File: src/rtl/serial_status_pkg.sv
package serial_status_pkg;
    localparam int NUM_CH = 2;

    typedef struct packed {
        logic [NUM_CH-1:0] rdy;
        logic [NUM_CH-1:0] emp;
        logic              rx_irq;
        logic              tx_irq;
    } flag_state_t;

    localparam flag_state_t FLAG_RESET = '{rdy: '0, emp: '0, rx_irq: 1'b0, tx_irq: 1'b0};
endpackage

File: src/rtl/ssf_chan.sv
module ssf_chan (
    input  logic act,
    input  logic rx_fen,
    input  logic tx_fen,
    input  logic fifo_load,
    input  logic fifo_empty,
    input  logic fifo_wm,
    input  logic hold_load,
    input  logic hold_read,
    input  logic fifo_full,
    input  logic hold_write,
    input  logic xfer,
    input  logic wm_ie,
    input  logic rdy_ie,
    input  logic emp_ie,
    input  logic rdy_q,
    input  logic emp_q,
    output logic rdy_d,
    output logic emp_d,
    output logic rx_req,
    output logic tx_req
);
    logic rx_set, rx_clr, tx_set, tx_clr;

    always_comb begin
        rx_set = rx_fen ? fifo_load  : hold_load;
        rx_clr = rx_fen ? fifo_empty : hold_read;
        tx_set = tx_fen ? 1'b0       : xfer;
        tx_clr = tx_fen ? 1'b0       : hold_write;

        rdy_d = act & (rx_set | (rdy_q & ~rx_clr));
        if (tx_fen) begin
            emp_d = act & ~fifo_full;
        end else begin
            emp_d = act & (tx_set | (emp_q & ~tx_clr));
        end

        rx_req = act & (rx_fen ? (wm_ie & fifo_wm) : (rdy_ie & rdy_q));
        tx_req = act & emp_ie & (emp_q | (~tx_fen & xfer));
    end
endmodule

File: src/rtl/ssf_irq.sv
module ssf_irq #(
    parameter int N = 2
) (
    input  logic         rx_ie,
    input  logic         tx_ie,
    input  logic [N-1:0] rx_req,
    input  logic [N-1:0] tx_req,
    output logic         rx_irq_d,
    output logic         tx_irq_d
);
    always_comb begin
        rx_irq_d = rx_ie & (|rx_req);
        tx_irq_d = tx_ie & (|tx_req);
    end
endmodule

File: src/rtl/serial_status_flags.sv
module serial_status_flags
    import serial_status_pkg::*;
(
    input  logic              clk,
    input  logic              por_n,
    input  logic              blk_rst,
    input  logic              two_ch_en,
    input  logic [NUM_CH-1:0] rx_fifo_en,
    input  logic [NUM_CH-1:0] tx_fifo_en,
    input  logic [NUM_CH-1:0] rx_fifo_load,
    input  logic [NUM_CH-1:0] rx_fifo_empty,
    input  logic [NUM_CH-1:0] rx_fifo_wm,
    input  logic [NUM_CH-1:0] rx_hold_load,
    input  logic [NUM_CH-1:0] rx_hold_read,
    input  logic [NUM_CH-1:0] tx_fifo_full,
    input  logic [NUM_CH-1:0] tx_hold_write,
    input  logic [NUM_CH-1:0] tx_xfer,
    input  logic              rx_ie,
    input  logic [NUM_CH-1:0] rx_wm_ie,
    input  logic [NUM_CH-1:0] rx_rdy_ie,
    input  logic              tx_ie,
    input  logic [NUM_CH-1:0] tx_emp_ie,
    output logic [NUM_CH-1:0] rx_ready,
    output logic [NUM_CH-1:0] tx_empty,
    output logic              rx_irq,
    output logic              tx_irq
);
    flag_state_t       st_d, st_q;
    logic [NUM_CH-1:0] act, rdy_n, emp_n, rx_req, tx_req;
    logic              rx_irq_n, tx_irq_n;

    for (genvar c = 0; c < NUM_CH; c++) begin : g_ch
        assign act[c] = (c == 0) ? 1'b1 : two_ch_en;

        ssf_chan u_chan (
            .act        (act[c]),
            .rx_fen     (rx_fifo_en[c]),
            .tx_fen     (tx_fifo_en[c]),
            .fifo_load  (rx_fifo_load[c]),
            .fifo_empty (rx_fifo_empty[c]),
            .fifo_wm    (rx_fifo_wm[c]),
            .hold_load  (rx_hold_load[c]),
            .hold_read  (rx_hold_read[c]),
            .fifo_full  (tx_fifo_full[c]),
            .hold_write (tx_hold_write[c]),
            .xfer       (tx_xfer[c]),
            .wm_ie      (rx_wm_ie[c]),
            .rdy_ie     (rx_rdy_ie[c]),
            .emp_ie     (tx_emp_ie[c]),
            .rdy_q      (st_q.rdy[c]),
            .emp_q      (st_q.emp[c]),
            .rdy_d      (rdy_n[c]),
            .emp_d      (emp_n[c]),
            .rx_req     (rx_req[c]),
            .tx_req     (tx_req[c])
        );
    end

    ssf_irq #(.N(NUM_CH)) u_irq (
        .rx_ie    (rx_ie),
        .tx_ie    (tx_ie),
        .rx_req   (rx_req),
        .tx_req   (tx_req),
        .rx_irq_d (rx_irq_n),
        .tx_irq_d (tx_irq_n)
    );

    always_comb begin
        st_d        = st_q;
        st_d.rdy    = rdy_n;
        st_d.emp    = emp_n;
        st_d.rx_irq = rx_irq_n;
        st_d.tx_irq = tx_irq_n;
        if (blk_rst) begin
            st_d = FLAG_RESET;
        end
    end

    always_ff @(posedge clk or negedge por_n) begin
        if (!por_n) begin
            st_q <= FLAG_RESET;
        end else begin
            st_q <= st_d;
        end
    end

    assign rx_ready = st_q.rdy;
    assign tx_empty = st_q.emp;
    assign rx_irq   = st_q.rx_irq;
    assign tx_irq   = st_q.tx_irq;


    blk_reset_clears_chk: assert property (@(posedge clk) disable iff (!por_n)
        blk_rst |=> (rx_ready == '0 && tx_empty == '0 && !rx_irq && !tx_irq));


    single_ch_gate_chk: assert property (@(posedge clk) disable iff (!por_n)
        !two_ch_en |=> (!rx_ready[1] && !tx_empty[1]));


    rx_set_wins_chk: assert property (@(posedge clk) disable iff (!por_n)
        (!blk_rst && !rx_fifo_en[0] && rx_hold_load[0] && rx_hold_read[0]) |=> rx_ready[0]);


    rx_read_clears_chk: assert property (@(posedge clk) disable iff (!por_n)
        (!blk_rst && !rx_fifo_en[0] && rx_hold_read[0] && !rx_hold_load[0]) |=> !rx_ready[0]);


    rx_fifo_load_sets_chk: assert property (@(posedge clk) disable iff (!por_n)
        (!blk_rst && rx_fifo_en[0] && rx_fifo_load[0]) |=> rx_ready[0]);


    tx_full_clears_chk: assert property (@(posedge clk) disable iff (!por_n)
        (tx_fifo_en[0] && tx_fifo_full[0]) |=> !tx_empty[0]);


    tx_xfer_sets_chk: assert property (@(posedge clk) disable iff (!por_n)
        (!blk_rst && !tx_fifo_en[0] && tx_xfer[0]) |=> tx_empty[0]);


    rx_irq_global_chk: assert property (@(posedge clk) disable iff (!por_n)
        !rx_ie |=> !rx_irq);


    tx_irq_global_chk: assert property (@(posedge clk) disable iff (!por_n)
        !tx_ie |=> !tx_irq);
endmodule

File: config.mk
export PLATFORM = sky130hd
export DESIGN_NAME = serial_status_flags
export DESIGN_NICKNAME = d
export VERILOG_FILES = /design/src/rtl/serial_status_pkg.sv /design/src/rtl/ssf_chan.sv /design/src/rtl/ssf_irq.sv /design/src/rtl/serial_status_flags.sv
export SDC_FILE = /design/constraint.sdc
export NUM_CORES = 1
export LEC_CHECK = 0
export BUFFER_PORTS_ARGS = -buffer_cell sky130_fd_sc_hd__buf_4
export CAP_MARGIN = 15
export CORE_AREA = 5 5 42 44
export CTS_BUF_LIST = sky130_fd_sc_hd__clkbuf_4 sky130_fd_sc_hd__clkbuf_8 sky130_fd_sc_hd__clkbuf_16
export DETAILED_ROUTE_END_ITERATION = 16
export DIE_AREA = 0 0 47 49
export GPL_ROUTABILITY_DRIVEN = 0
export GPL_TIMING_DRIVEN = 1
export HOLD_SLACK_MARGIN = 0.02
export PLACE_DENSITY = 0.72
export SLEW_MARGIN = 20
export SYNTH_ARGS = -nofsm -noshare
export SYNTH_HDL_FRONTEND = slang
export SYNTH_SLANG_ARGS = --single-unit
File: constraint.sdc
create_clock -name clk -period 1.5 [get_ports clk]
set_clock_uncertainty 0.15 [all_clocks]
set_input_delay 0.3 -clock clk [delete_from_list [all_inputs] [get_ports clk]]
set_output_delay 0.3 -clock clk [all_outputs]
set_load 0.005 [all_outputs]
======== Word-level counts from Yosys, hierarchy flattened ========
Index checks and enable logic that the tools add are counted.
operators by class
  muxes and demuxes ....................... 13
  bitwise logic cells ..................... 33
  reductions and logical operators ........ 2
operators by type and width
  operator            count
  AND 1 bit           19
  2-to-1 mux 1 bit    12
  inverter 1 bit      8
  2-to-1 mux 6 bit    1
  bitwise OR 1 bit    6
  OR reduction 2 bit  2
word-level totals
  register bits ........................... 6
  input port bits ......................... 32
  output and inout bits ................... 6
  word-level logic and storage cells ...... 52

======== Depth between registers and ports, before layout ========
Gate-level depths: netlist of run 1.
  depth in word-level cells ............... 7
  mapped depth ............................ 3
  depth with buffers taken out ............ 3

======== Modules after synthesis ========
Synthesis of run 1 repeated with hierarchy kept, for this count alone.
unflattened totals
  cell total of the unflattened synthesis .. 43
  area, all modules ....................... 396.6 um^2
modules (own cells, without submodules)
  module               instances  cells an instance  area an instance (um^2)  sequential area each (um^2)
  serial_status_flags  1          13                 191.4                    150.1
  ssf_chan             2          14                 95.1                     0.0
  ssf_irq              1          2                  15.0                     0.0

======== Least setup slack after synthesis of run 1 ========
OpenSTA, ideal clock, no wires.
  kind .................................... reg2reg
  from .................................... register st_q (netlist bit rx_ready[0])
  to ...................................... register st_q (netlist bit rx_irq)
  setup time .............................. 0.132 ns
  arrival ................................. 0.757 ns
  required time ........................... 1.218 ns
  setup slack ............................. 0.460 ns
  stages on the path, launching flop included .. 4
  buffers on the path ..................... 0
  cell sequence ........................... dfrtp_1 -> and3b_1 -> a31oi_1 -> a311oi_1
RTL lines
  what                    RTL line                   text
  start, declared         serial_status_flags.sv:28  flag_state_t st_d, st_q;
  start signal, assigned  serial_status_flags.sv:83  st_q <= st_d;

======== Worst setup path in the final report of run 1 ========
  from .................................... register st_q (netlist bit rx_ready[1])
  to ...................................... output rx_ready[1]
RTL lines
  what           RTL line                   text
  end, declared  serial_status_flags.sv:23  output logic [NUM_CH-1:0] rx_ready,
No word-level cell between the ends.

==> impl_results.rst, run 1 <==
.. list-table::
   :header-rows: 1

   * - Metric
     - Value
   * - Critical path buffer and inverter count
     - 1
   * - DIE HEIGHT
     - between 40 and 50 um
   * - Min cycle time layout
     - 1.24 ns
   * - Worst-case vdd ir drop
     - approximately 0.00033 V
   * - Average cell area after synthesis
     - 9.30 um^2
   * - Routed len/inst
     - 11.0 um
   * - Setup TNS
     - 0 ns
   * - RSZ-0062 raised after global routing
     - no
   * - Worst setup EP type
     - output pin
   * - Detailed placer's ending HPWL
     - a little under 900 um
   * - Maximum net fanout on the critical path
     - 4
   * - Timing startpoint of the critical path
     - rx_ready[1]
   * - Area share of the largest cell type after synthesis
     - between 40% and 50%
   * - Root buf cell
     - sky130_fd_sc_hd__clkbuf_4
   * - CP arrival
     - between 0.7 and 0.8 ns
   * - Chip Width
     - between 40 and 50 um
   * - Number of cells in the design after placement
     - just under 90
   * - Worst path required time
     - 1.05 ns
   * - Count of state elements after synthesis
     - 6
   * - Core ar.
     - about 1400 um^2
   * - Overflow after GRT
     - 0
   * - Element type at the critical path start
     - register
   * - Design area
     - 663 um^2
   * - Reported leakage power
     - 0.337 nW
   * - Number of antenna violations at the first check in global routing
     - 0
   * - Post-Syn Instances
     - 39
   * - Total area of multi-input combinational cells
     - 171 um^2
   * - Syn_nets
     - 71
   * - Number of max-slew violations in the final report
     - 0
   * - Share of the clock period used by the worst path after layout
     - about 83%
   * - Total CTS buffers
     - 3
   * - Register Area
     - roughly 150 um^2
   * - Outcome
     - completed
   * - CTS tree
     - built
   * - Num ports
     - 38
   * - Critical R2R Launch
     - rx_ready[0]
   * - Share of final-layout standard cells stronger than drive strength 1
     - between 50% and 60%
   * - Peak Freq
     - 807 MHz
   * - Die area
     - ~2300 um^2
   * - Cell types occupying the most area after synthesis
     - sky130_fd_sc_hd__dfrtp_1 41%, sky130_fd_sc_hd__nor2b_1 8.6%, sky130_fd_sc_hd__buf_4 8.3%, sky130_fd_sc_hd__a211oi_1 6.2%, sky130_fd_sc_hd__nand2b_1 5.2%
   * - Sequential cell area fraction in the yosys report
     - 41.4%
   * - Routed wire length
     - between 1 and 1.5 mm
   * - Critical path, cell by cell
     - buf_4
   * - Leading area contributor after synthesis
     - sky130_fd_sc_hd__dfrtp_1
   * - Vias in the first global route
     - just over 400
   * - Number of nets with antenna violations after detailed routing
     - 0
   * - Fill cell count
     - between 150 and 200
   * - First-pass GRT wire length
     - about 1.6 mm
   * - Placed cell areas
     - 631 um^2
   * - Power per standard cell area
     - ~650 nW/um^2
   * - Synthesis Warnings
     - 0
   * - Delay-heaviest family, CP
     - flip-flops
   * - Area of the mapped netlist
     - roughly 360 um^2
   * - Antenna diode count
     - 0
   * - Via density
     - about 4.7
   * - Maximum number of pins on one net before global-route repair
     - 7
   * - Maximum single-stage delay on the critical path
     - roughly 0.40 ns
   * - Final-report hold violation count
     - 0
   * - Setup violations, final
     - 0
   * - Number of port buffers
     - 37
   * - Distinct cells, synth
     - 18
   * - Number of iterations in the first detailed-routing pass
     - 5
   * - Relative slew slack
     - ~85%
   * - HP Start
     - tx_fifo_full[1]
   * - Net count reported at finish
     - between 100 and 150
   * - Count of routing violations after the opening detailed-route iteration
     - 6
   * - Worst min path class
     - in2reg
   * - Area Overhead vs Synth
     - 82.8%
   * - Routed vias
     - between 400 and 500
   * - Buffer depth of the longest clock path
     - 2
   * - Initial core utilization
     - between 20% and 30%
   * - Least-Margin Pin Slew
     - between 0.2 and 0.25 ns
   * - Cell depth of the worst setup path
     - 1
   * - WS Path Type
     - reg2out
   * - Number of max-cap violations
     - 0
   * - Worst-case reg-to-reg path depth
     - 3
   * - Std-Cell Rows
     - 14
   * - Number of sinks on the clock net
     - 6
   * - Clock Pin Slew Worst Setup and Hold Paths
     - approximately 0.04 ns
   * - Fin util
     - between 40% and 50%
   * - Critical Path Slowest Stage Cell
     - sky130_fd_sc_hd__dfrtp_1
   * - Depth of the CTS H-tree
     - 1
   * - Cell Count, Final, Fillers Out
     - slightly above 90
   * - Post-detailed-route DRC marker count
     - 0
   * - Worst Hold Path Cells
     - 2
   * - Post-CTS Setup Repair Bufs
     - 0
   * - Total routing resource utilization after global routing
     - roughly a tenth
   * - Clk Latency, worst-skew pair
     - roughly 0.24 ns
-- Yosys cell counts --
cell,n
sky130_fd_sc_hd__buf_4,4
sky130_fd_sc_hd__and3b_1,1
sky130_fd_sc_hd__a21oi_1,1
sky130_fd_sc_hd__nand4_1,1
sky130_fd_sc_hd__dfrtp_1,6
sky130_fd_sc_hd__nand2b_1,3
sky130_fd_sc_hd__nor2b_1,5
sky130_fd_sc_hd__inv_1,3
sky130_fd_sc_hd__nor3b_1,2
sky130_fd_sc_hd__nand4b_1,1
sky130_fd_sc_hd__a31oi_1,1
sky130_fd_sc_hd__nor2_1,1
sky130_fd_sc_hd__a221oi_1,1
sky130_fd_sc_hd__nor3_1,3
sky130_fd_sc_hd__o21ai_0,1
sky130_fd_sc_hd__a311oi_1,1
sky130_fd_sc_hd__a211oi_1,3
sky130_fd_sc_hd__o211ai_1,1
-- report_power, final --
group | internal, W | switching, W | leakage, nW
combinational | 0.0000787 | 0.0000330 | 0.244
sequential | 0.000171 | 0.00000597 | 0.0794
clock | 0.0000903 | 0.0000547 | 0.0138
-- kinds of logic after synthesis --
family | count (synthesis) | synth area share (%)
buf+inv | 7 | 11.4
simple gates | 17 | 29.7
flops | 6 | 41.4
compound gates | 9 | 17.6
-- per-layer routing --
metal	track usage [%]	routed length, um	share of wire, %
met5	0	0	0
met2	14.5	486	48
met4	9.68	25	2.5
met3	3.69	165	16
met1	10.7	332	33
-- placed cells by master (no fill, tap or decap), types with 2 or more instances in the layout --
| master | n |
|---|---|
| sky130_fd_sc_hd__a211oi_1 | 3 |
| sky130_fd_sc_hd__buf_4 | 37 |
| sky130_fd_sc_hd__dfrtp_1 | 6 |
| sky130_fd_sc_hd__inv_1 | 3 |
| sky130_fd_sc_hd__nor3b_1 | 2 |
| sky130_fd_sc_hd__nand2b_1 | 3 |
| sky130_fd_sc_hd__nor3_1 | 3 |
| sky130_fd_sc_hd__nor2b_1 | 5 |
| sky130_fd_sc_hd__clkbuf_4 | 3 |
-- final cells by class --
type / count / share of cell area, %
sequential: 6 / 22.6
tap: 16 / 3.02
multi-input combinational: 26 / 25.8
inverter: 3 / 1.70
timing repair buffer: 38 / 43.4
clock buffer: 3 / 3.40
-- per-stage QoR --
step / setup slack (ns) / hold slack [ns] / total power, W
detailed placement: 0.340 / -0.0383 / 0.000292
floorplan: 0.460 / -0.146 / 0.000213
global placement: 0.356 / -0.0376 / 0.000290
global route: 0.224 / 0.0889 / 0.000460
CTS: 0.244 / 0.0794 / 0.000445
finish: 0.261 / 0.0859 / 0.000434
-- sequential cells by signal, indices dropped and copies added, names as in the netlist --
| signal | flops |
|---|---|
| tx_irq | 1 |
| rx_irq | 1 |
| rx_ready | 2 |
| tx_empty | 2 |
-- timing repair --
action                                 4_1_cts  5_1_grt
resized for setup                            0        0
endpoints found under the hold margin        6        0
hold buffers                                 1        0
-- worst paths after layout --
| path | to | slack (ns) |
|---|---|---|
| setup / recovery | rx_ready[1] | 0.26 |
| hold / removal | tx_empty[1] | 0.09 |
| setup reg to reg | rx_irq | 0.42 |
| hold reg to reg | tx_empty[0] | 0.41 |
| max in group asynchronous | tx_empty[0] | 0.83 |
| min in group asynchronous | tx_empty[1] | 0.25 |
Power figures use the tool's default switching activity.
==> run 2: changes to the inputs <==
PLACE_DENSITY = 0.75   (was 0.72)
clock period = 1 ns   (was 1.5 ns; I/O delays follow)
==> run 2 against run 1 <==
The flow now finishes with violations (hold timing, setup timing). Setup slack got worse by 0.46 ns. Design area is 20% higher. Sequential share of layout area is 3.7 points lower. Die area did not move. Clock power grew 54%. Largest power group unchanged.
==> impl_results.rst, run 2 (same netlist as run 1, synthesis figures left out) <==
.. list-table::
   :header-rows: 1

   * - Metric
     - Value
   * - Outcome
     - complete, but fails checks
   * - Violated checks
     - hold timing, setup timing
   * - Vias in the first global route
     - ~490
   * - Worst Hold Path Cells
     - 2
   * - Maximum number of pins on one net before global-route repair
     - 7
   * - Num ports
     - 38
   * - Root buf cell
     - sky130_fd_sc_hd__clkbuf_4
   * - Total routing resource utilization after global routing
     - between 10% and 20%
   * - Commonest non-fill, non-tap cell in the layout
     - sky130_fd_sc_hd__buf_4
   * - Number of sinks on the clock net
     - 6
   * - Area Overhead vs Synth
     - 119%
   * - Peak Freq
     - about 830 MHz
   * - HP Start
     - tx_fifo_full[0]
   * - Least-Margin Pin Slew
     - between 0.2 and 0.25 ns
   * - Depth of the CTS H-tree
     - 1
   * - Hold Buf Count CTS
     - 1
   * - Power per standard cell area
     - around 900 nW/um^2
   * - Worst min path class
     - in2reg
   * - Core ar.
     - ~1400 um^2
   * - CTS tree
     - built
   * - Via density
     - ~4.7
   * - Count of routing violations after the opening detailed-route iteration
     - 4
   * - Worst-case reg-to-reg path depth
     - 4
   * - WS Path Type
     - reg2out
   * - Worst path required time
     - 0.65 ns
   * - DIE HEIGHT
     - a little under 50 um
   * - Min cycle time layout
     - 1.20 ns
   * - Routed wire length
     - about 1.3 mm
   * - Post-route setup slack
     - -0.201 ns
   * - Number of nets with antenna violations after detailed routing
     - 0
   * - First-pass GRT wire length
     - a little under 2 mm
   * - Overflow after GRT
     - 0
   * - Total CTS buffers
     - 3
   * - Fin util
     - 56.6%
   * - Number of iterations in the first detailed-routing pass
     - 4
   * - Number of max-cap violations
     - 0
   * - Final-report hold violation count
     - 3
   * - Critical R2R Launch
     - rx_ready[0]
   * - Routed vias
     - between 400 and 500
   * - Number of max-slew violations in the final report
     - 0
   * - Number of antenna violations at the first check in global routing
     - 0
   * - Clock Pin Slew Worst Setup and Hold Paths
     - 0.05 ns
   * - Reported leakage power
     - between 0.3 and 0.4 nW
   * - Die area
     - about 2300 um^2
   * - Post-detailed-route DRC marker count
     - 0
   * - Chip Width
     - 47 um
   * - Element type at the critical path start
     - register
   * - Worst setup EP type
     - output pin
   * - Std-Cell Rows
     - 14
   * - Share of the clock period used by the worst path after layout
     - 120%
   * - Relative slew slack
     - between 80% and 90%
   * - Number of port buffers
     - 37
   * - Timing startpoint of the critical path
     - rx_ready[0]
   * - Buffer depth of the longest clock path
     - 2
   * - Initial core utilization
     - 25.9%
   * - Setup violations, final
     - 11
   * - Worst-case hold slack
     - -0.0170 ns
   * - Post-route total power
     - 0.000724 W
   * - RSZ-0062 raised after global routing
     - yes
   * - Maximum net fanout on the critical path
     - 2
   * - Net count reported at finish
     - approximately 120
   * - Most frequent cells in the layout
     - 33 x sky130_fd_sc_hd__buf_4, 10 x sky130_fd_sc_hd__buf_6, 6 x sky130_fd_sc_hd__dfrtp_1
   * - Clk Latency, worst-skew pair
     - between 0.2 and 0.25 ns
   * - Antenna diode count
     - 0
   * - Worst-case vdd ir drop
     - ~0.0006 V
   * - Routed len/inst
     - ~13 um
   * - Share of final-layout standard cells stronger than drive strength 1
     - between 60% and 70%
   * - CP arrival
     - roughly 0.85 ns
[run 2: cell count changes in the layout (fill, tap and decap cells not counted), moves of 2 or more]
cell / delta
sky130_fd_sc_hd__buf_6: +10
sky130_fd_sc_hd__nor2b_1: -2
sky130_fd_sc_hd__nor2b_4: +2
sky130_fd_sc_hd__nor3b_1: -2
sky130_fd_sc_hd__nor3b_2: +2
sky130_fd_sc_hd__buf_4: -4
[run 2: critical path, stage by stage (launching register included)]
cell and delay, ns:
sky130_fd_sc_hd__dfrtp_1 0.39, sky130_fd_sc_hd__buf_6 0.12, sky130_fd_sc_hd__buf_6 0.10
[run 2: layer usage]
metal	GRT usage [%]	share of wire, %
met1	12.9	36
met2	18.6	53
met3	4.06	11
met4	6.91	0.32
met5	0	0
[run 2: worst paths after layout]
| kind | to | slack (ns) |
|---|---|---|
| worst max-delay path | rx_ready[0] | -0.20 |
| worst min-delay path | tx_empty[0] | -0.02 |
| worst max register to register | rx_irq | -0.17 |
| worst min register to register | tx_irq | 0.50 |
| max in group asynchronous | rx_ready[0] | 0.41 |
| min in group asynchronous | rx_irq | 0.16 |
[run 2: final cells by class]
class | instances | area, um^2
well taps | 16 | 20.0
multi-input cells | 26 | 219
inverters | 3 | 11.3
fillers | 136 | 608
clock buffers | 3 | 22.5
repair buffers | 44 | 370
flip-flops and latches | 6 | 150
[run 2: per-stage QoR]
step	setup slack, ns	area [um^2]	cells	hold slack, ns	TNS [ns]
finish	-0.201	793	98	-0.0170	-1.21
global route	-0.242	793	98	-0.0365	-1.71
detailed placement	-0.0685	653	91	-0.135	-0.171
floorplan	-0.0212	363	39	-0.246	-0.0212
CTS	-0.197	748	98	-0.0251	-1.27
global placement	-0.0499	653	91	-0.136	-0.0898
[run 2: timing repair]
action                                 4_1_cts  5_1_grt
setup buffers                                3        0
resized for setup                           11       10
endpoints found under the hold margin        9        3
setup endpoints to repair                    9       12
pin swaps                                    0        8
[run 2: power breakdown]
part           internal [W]  switching, W  total (W)  leakage (nW)
sequential         0.000257    0.00000944   0.000266        0.0794
combinational      0.000162     0.0000719   0.000234         0.303
clock              0.000136     0.0000883   0.000224        0.0138
